$ cat src/rtl/tsc_pkg.sv
package tsc_pkg;
    localparam int DIV_BITS   = 17;
    localparam int FIXED_BITS = 24;

    typedef struct packed {
        logic [DIV_BITS-1:0] div_ratio;
        logic                presc_en;
        logic [2:0]          ref_sel;
        logic                cp_hi;
        logic                test_en;
        logic                drive_off;
    } tsc_ctrl_t;
endpackage

$ cat src/rtl/tsc_sync.sv
module tsc_sync #(
    parameter int WIDTH = 3
) (
    input  logic             clk,
    input  logic             rst_n,
    input  logic [WIDTH-1:0] async_i,
    output logic [WIDTH-1:0] sync_o
);
    logic [WIDTH-1:0] meta_q, meta_d;
    logic [WIDTH-1:0] stab_q, stab_d;

    always_comb begin
        meta_d = async_i;
        stab_d = meta_q;
    end

    always_ff @(posedge clk) begin
        if (!rst_n) begin
            meta_q <= '0;
            stab_q <= '0;
        end else begin
            meta_q <= meta_d;
            stab_q <= stab_d;
        end
    end

    assign sync_o = stab_q;
endmodule

$ cat src/rtl/tsc_shifter.sv
module tsc_shifter #(
    parameter int WORD_BITS = 28
) (
    input  logic                 clk,
    input  logic                 rst_n,
    input  logic                 sclk_i,
    input  logic                 sdat_i,
    input  logic                 sen_i,
    output logic [WORD_BITS-1:0] word_o,
    output logic                 load_o
);
    localparam int CW = $clog2(WORD_BITS + 2);
    localparam logic [CW-1:0] FULL = CW'(WORD_BITS);
    localparam logic [CW-1:0] OVER = CW'(WORD_BITS + 1);
    localparam logic [CW-1:0] ONE  = CW'(1);

    typedef struct packed {
        logic                 clk_prev;
        logic                 en_prev;
        logic [CW-1:0]        cnt;
        logic [WORD_BITS-1:0] sh;
        logic                 load;
        logic [WORD_BITS-1:0] word;
    } shift_st_t;

    shift_st_t st_q, st_d;

    always_comb begin
        st_d          = st_q;
        st_d.load     = 1'b0;
        st_d.clk_prev = sclk_i;
        st_d.en_prev  = sen_i;
        if (sen_i && sclk_i && !st_q.clk_prev) begin
            st_d.sh = {st_q.sh[WORD_BITS-2:0], sdat_i};
            if (st_q.cnt != OVER) begin
                st_d.cnt = st_q.cnt + ONE;
            end
        end
        if (st_q.en_prev && !sen_i) begin
            if (st_q.cnt == FULL) begin
                st_d.load = 1'b1;
                st_d.word = st_q.sh;
            end
            st_d.cnt = '0;
        end
    end

    always_ff @(posedge clk) begin
        if (!rst_n) begin
            st_q <= '0;
        end else begin
            st_q <= st_d;
        end
    end

    assign word_o = st_q.word;
    assign load_o = st_q.load;

    p_cnt_bounded_r4: assert property (@(posedge clk) disable iff (!rst_n)
        st_q.cnt <= OVER);

    p_load_en_low_r4: assert property (@(posedge clk) disable iff (!rst_n)
        st_q.load |-> !st_q.en_prev);

    p_no_shift_en_low_r5: assert property (@(posedge clk) disable iff (!rst_n)
        !sen_i |=> $stable(st_q.sh));
endmodule

$ cat src/rtl/tsc_commit.sv
module tsc_commit #(
    parameter int WORD_BITS = 28
) (
    input  logic                 clk,
    input  logic                 rst_n,
    input  logic                 load_i,
    input  logic [WORD_BITS-1:0] word_i,
    input  logic                 tick_i,
    output logic [WORD_BITS-1:0] active_o
);
    typedef struct packed {
        logic                 pend;
        logic [WORD_BITS-1:0] hold;
        logic [WORD_BITS-1:0] active;
    } commit_st_t;

    commit_st_t st_q, st_d;

    always_comb begin
        st_d = st_q;
        if (tick_i && st_q.pend) begin
            st_d.active = st_q.hold;
            st_d.pend   = 1'b0;
        end
        if (load_i) begin
            st_d.hold = word_i;
            st_d.pend = 1'b1;
        end
    end

    always_ff @(posedge clk) begin
        if (!rst_n) begin
            st_q <= '0;
        end else begin
            st_q <= st_d;
        end
    end

    assign active_o = st_q.active;

    p_active_waits_tick_r3: assert property (@(posedge clk) disable iff (!rst_n)
        !(tick_i && st_q.pend) |=> $stable(active_o));

    p_load_sets_pending_r6: assert property (@(posedge clk) disable iff (!rst_n)
        load_i |=> st_q.pend && st_q.hold == $past(word_i));

    p_commit_clears_r6: assert property (@(posedge clk) disable iff (!rst_n)
        (tick_i && st_q.pend && !load_i) |=> !st_q.pend);
endmodule

$ cat src/rtl/tuner_serial_ctl.sv
module tuner_serial_ctl #(
    parameter int WORD_BITS = 28,
    localparam int PORT_BITS = WORD_BITS - tsc_pkg::FIXED_BITS
) (
    input  logic                 clk,
    input  logic                 rst_n,
    input  logic                 ser_clk,
    input  logic                 ser_dat,
    input  logic                 ser_en,
    input  logic                 div_tick,
    output logic [PORT_BITS-1:0] port_sel,
    output logic [16:0]          div_ratio,
    output logic                 presc_en,
    output logic [2:0]           ref_sel,
    output logic                 cp_hi,
    output logic                 test_en,
    output logic                 drive_off
);
    import tsc_pkg::*;

    logic [2:0]           sync_w;
    logic [WORD_BITS-1:0] word_w;
    logic                 load_w;
    logic [WORD_BITS-1:0] active_w;
    tsc_ctrl_t            ctrl_w;

    initial begin
        assert (WORD_BITS > FIXED_BITS)
            else $error("WORD_BITS must exceed the fixed field width");
    end

    tsc_sync #(.WIDTH(3)) u_sync (
        .clk     (clk),
        .rst_n   (rst_n),
        .async_i ({ser_en, ser_clk, ser_dat}),
        .sync_o  (sync_w)
    );

    tsc_shifter #(.WORD_BITS(WORD_BITS)) u_shift (
        .clk    (clk),
        .rst_n  (rst_n),
        .sclk_i (sync_w[1]),
        .sdat_i (sync_w[0]),
        .sen_i  (sync_w[2]),
        .word_o (word_w),
        .load_o (load_w)
    );

    tsc_commit #(.WORD_BITS(WORD_BITS)) u_commit (
        .clk      (clk),
        .rst_n    (rst_n),
        .load_i   (load_w),
        .word_i   (word_w),
        .tick_i   (div_tick),
        .active_o (active_w)
    );

    always_comb begin
        ctrl_w = tsc_ctrl_t'(active_w[FIXED_BITS-1:0]);
    end

    assign port_sel  = active_w[WORD_BITS-1:FIXED_BITS];
    assign div_ratio = ctrl_w.div_ratio;
    assign presc_en  = ctrl_w.presc_en;
    assign ref_sel   = ctrl_w.ref_sel;
    assign cp_hi     = ctrl_w.cp_hi;
    assign test_en   = ctrl_w.test_en;
    assign drive_off = ctrl_w.drive_off;

    p_reset_zero_r1: assert property (@(posedge clk)
        !rst_n |=> (active_w == '0));
endmodule

$ cat config.mk
export PLATFORM = sky130hd
export DESIGN_NAME = tuner_serial_ctl
export DESIGN_NICKNAME = d
export VERILOG_FILES = /design/src/rtl/tsc_pkg.sv /design/src/rtl/tsc_sync.sv /design/src/rtl/tsc_shifter.sv /design/src/rtl/tsc_commit.sv /design/src/rtl/tuner_serial_ctl.sv
export SDC_FILE = /design/constraint.sdc
export NUM_CORES = 1
export LEC_CHECK = 0
export ABC_AREA = 1
export BUFFER_PORTS_ARGS = -buffer_cell sky130_fd_sc_hd__clkbuf_2
export CORE_AREA = 2 2 110 112
export DETAILED_ROUTE_END_ITERATION = 10
export DIE_AREA = 0 0 112 114
export PLACE_DENSITY = 0.6
export SLEW_MARGIN = 20
export SYNTH_ARGS = -nofsm -noshare
export SYNTH_HDL_FRONTEND = slang
export SYNTH_SLANG_ARGS = --single-unit
$ cat constraint.sdc
create_clock -name clk -period 1.3 [get_ports clk]
set_input_delay 0.065 -clock clk [delete_from_list [all_inputs] [get_ports clk]]
set_output_delay 0.065 -clock clk [all_outputs]
set_load 0.03 [all_outputs]
==> results.py <==
metrics = {
    "power_and_ir_drop": {
        "power.density_mw_per_mm2": 1503,
        "ir_drop_mv": 1.088,
        "total_power_uw": 9322,
        "total_leakage_power_uw": 0.002602,
    },
    "run_status": {
        "status": "finished with violations",
        "violations": "setup timing",
    },
    "place": {
        "dp_cells": 762,
        "pre_cts_ws_ps": -76.64,
        "gp_congestion": 0.7323,
        "dp_hpwl_mm": 5.255,
        "port_buffers": 33,
    },
    "routing": {
        "routed_wl_mm": 9.816,
        "drt_iter0_drc": 225,
        "ant_nets": 0,
        "drc_errors": 0,
        "dr_total_vias": 3789,
        "wl_per_cell_um": 12.06,
        "drt_pass1_iterations": 5,
        "routed_via_density": 4.655,
    },
    "sta": {
        "rsz0062_at_grt": "yes",
        "slew-limit-headroom_pct": 79.31,
        "fmax_mhz": 744.0,
        "tightest_slew_ps": 309.7,
        "slew_viol_final": 0,
        "finalSetupViolCount": 16,
        "post-route-min-period_ps": 1344,
        "fin_ws_ps": -44.03,
        "finalHoldViolCount": 0,
        "period_share_pct": 103.4,
        "finClkSkew_ps": 8.523,
    },
    "grt": {
        "first_global_vias": 3458,
        "grt_pass1_wl_mm": 15.19,
        "overflow": 0,
        "grt_max_degree": 55,
        "track_usage_pct": 14.79,
        "antenna_found_initial": 0,
    },
    "worst_setup_path": {
        "worstReg2RegStart": "u_shift.st_q[57]",
        "crit_type": "flip-flop to flip-flop",
        "worstPathArrival_ps": 1650,
        "r2r_setup_slack_ps": -40,
        "start_kind": "flip-flop",
        "required_ps": 1610,
        "r2r_cells": 9,
        "reg2reg_to": "u_shift.word_o[12]",
        "worstPathMaxFanout": 7,
        "crit_path_end_kind": "flip-flop",
    },
    "finish": {
        "multi_input_area_mm2": 0.001937,
        "fin_nets": 664,
        "final_cell_mix": "nor2_1 (161), dfxtp_1 (123), o21ai_0 (81)",
        "ff_latch_area_mm2": 0.002547,
        "fin_cells": 814,
        "area.growth.synth_to_final_pct": 30.55,
        "mostFrequentLayoutCell": "nor2_1",
        "n_antenna_cell": 0,
        "fillers": 1065,
        "drive_gt1_share_pct": 25.04,
        "final_util_pct": 52.96,
    },
    "cts": {
        "clock_latency_ps": 420,
        "htreeDepth": 4,
        "clkSinkCount": 127,
        "cts_tree": "done",
        "cts_inserted_buffers": 17,
        "root_buffer": "clkbuf_16",
        "cts_buffer_depth": 2,
        "clkTransAtPathRegs_ps": 50,
    },
    "die": {
        "die_y_um": 114,
        "die_w_um": 112,
        "die_area_mm2": 0.01277,
        "fp-row-count": 40,
        "core-area_mm2": 0.01171,
        "initial_core_util_pct": 40.57,
        "num_io_pins": 34,
    },
    "yosys": {
        "ys.flop_type": "dfxtp_1",
        "ys_types": 21,
        "synth_area_per_cell_um2": 7.601,
        "synth_seq_cells": 127,
        "synth-edff-count": 0,
        "synth_warnings": 0,
        "ys_seq_area_share_pct": 53.52,
        "netlist_area_mm2": 0.004751,
        "async_reset_ff_share_pct": 0,
        "synth_fp_nets": 634,
        "syn_inst": 625,
    },
    "min_path": {
        "holdPathEnd": "u_sync.sync_o[1]",
        "hp-start": "u_sync.meta_q[1]",
        "hold_depth": 2,
        "hp-class": "flip-flop to flip-flop",
    },
    "flow_run": {
        "drv_cap": 0,
    },
}
==> where the power goes <==
group / internal [uW] / total [uW] / switching (uW)
combinational: 98.0 / 220 / 122
clock: 3540 / 5180 / 1640
sequential: 3920 / 3930 / 8.52
==> layout make-up <==
| type | count | area share, % |
|---|---|---|
| clock inverter | 10 | 2.965 |
| sequential | 127 | 41.07 |
| timing repair inverter | 1 | 0.1210 |
| timing repair buffer | 71 | 10.89 |
| tap | 147 | 2.965 |
| inverter | 50 | 3.167 |
| clock buffer | 21 | 7.585 |
| multi-input combinational | 387 | 31.23 |
==> kinds of logic after synthesis <==
logic type	synth area share, %
AO/OA/AOI/OAI	12.33
adder cells (fa/ha/maj)	0.7902
buffers and inverters	11.72
AND/OR/NAND/NOR	21.65
flip-flops	53.52
==> synth_stat cells (2+ instances only) <==
| master | instances | area share [%] |
|---|---|---|
| o21ai_0 | 81 | 8.5 |
| inv_1 | 49 | 3.9 |
| ha_1 | 3 | 0.79 |
| buf_2 | 9 | 0.95 |
| buf_1 | 3 | 0.24 |
| o21ai_1 | 3 | 0.32 |
| nand4_1 | 2 | 0.26 |
| nand2_1 | 84 | 6.6 |
| dfxtp_1 | 127 | 54 |
| a21oi_1 | 33 | 3.5 |
| clkbuf_1 | 18 | 1.4 |
| nand3_1 | 4 | 0.42 |
| buf_4 | 26 | 4.1 |
| buf_6 | 4 | 0.95 |
| nor2_1 | 173 | 14 |
==> sequential cells by signal, summed over array words and instances (netlist names) <==
name / flops
u_shift.st_q: 35
u_commit.st_q: 29
u_commit.active_o: 28
u_shift.word_o: 28
u_sync.meta_q: 3
u_sync.sync_o: 3
u_shift.load_o: 1
==> worst max-delay path, cell delays in order, from the launching register on <==
cell and delay, ps:
dfxtp_2 320, inv_2 70, ha_4 140, inv_4 30, nor3_4 180, buf_6 160, clkbuf_16 170, nand2_4 50
nand2_2 60, nor2_1 40
==> how the worst max path moves through the flow <==
| stage | cells after the start | to | slack, ps | start |
|---|---|---|---|---|
| floorplan | 9 | u_shift.word_o[14] | 7 | u_shift.st_q[57] |
| global placement | 8 | u_shift.word_o[12] | -50 | u_shift.st_q[57] |
| detailed placement | 8 | u_shift.word_o[12] | -80 | u_shift.st_q[57] |
| CTS | 8 | u_shift.word_o[5] | -4 | u_shift.st_q[57] |
| global route | 7 | u_shift.word_o[12] | -90 | u_shift.st_q[59] |
| finish | 9 | u_shift.word_o[12] | -40 | u_shift.st_q[57] |
==> metal layers <==
metal  vias to the layer above  wire [um]  global-route usage, %
li1                       1995          -                      -
met1                      1700       4482                  18.08
met2                        73       4741                  23.03
met3                        21        380                  6.323
met4                         0        212                  6.260
met5                         -          0                      0
==> per-stage QoR <==
stage | hold WS (ps) | TNS (ps) | area [um^2]
floorplan | 162.6 | 0 | 4752
global placement | 248.7 | -826.2 | 4951
detailed placement | 250.4 | -1356 | 4951
CTS | 409.2 | -11.90 | 5729
global route | 453.8 | -1757 | 6202
finish | 409.6 | -238.1 | 6202
==> timing repair <==
action                                  CTS  global route
hold endpoints to repair                  7             0
hold buffers                              8             0
gates resized for setup                   5            95
pin swaps                                 2            13
buffers inserted                          1             3
cloned                                    1             8
endpoints found under the setup margin   29            55
No activity file was read; power rests on OpenSTA's default activity.
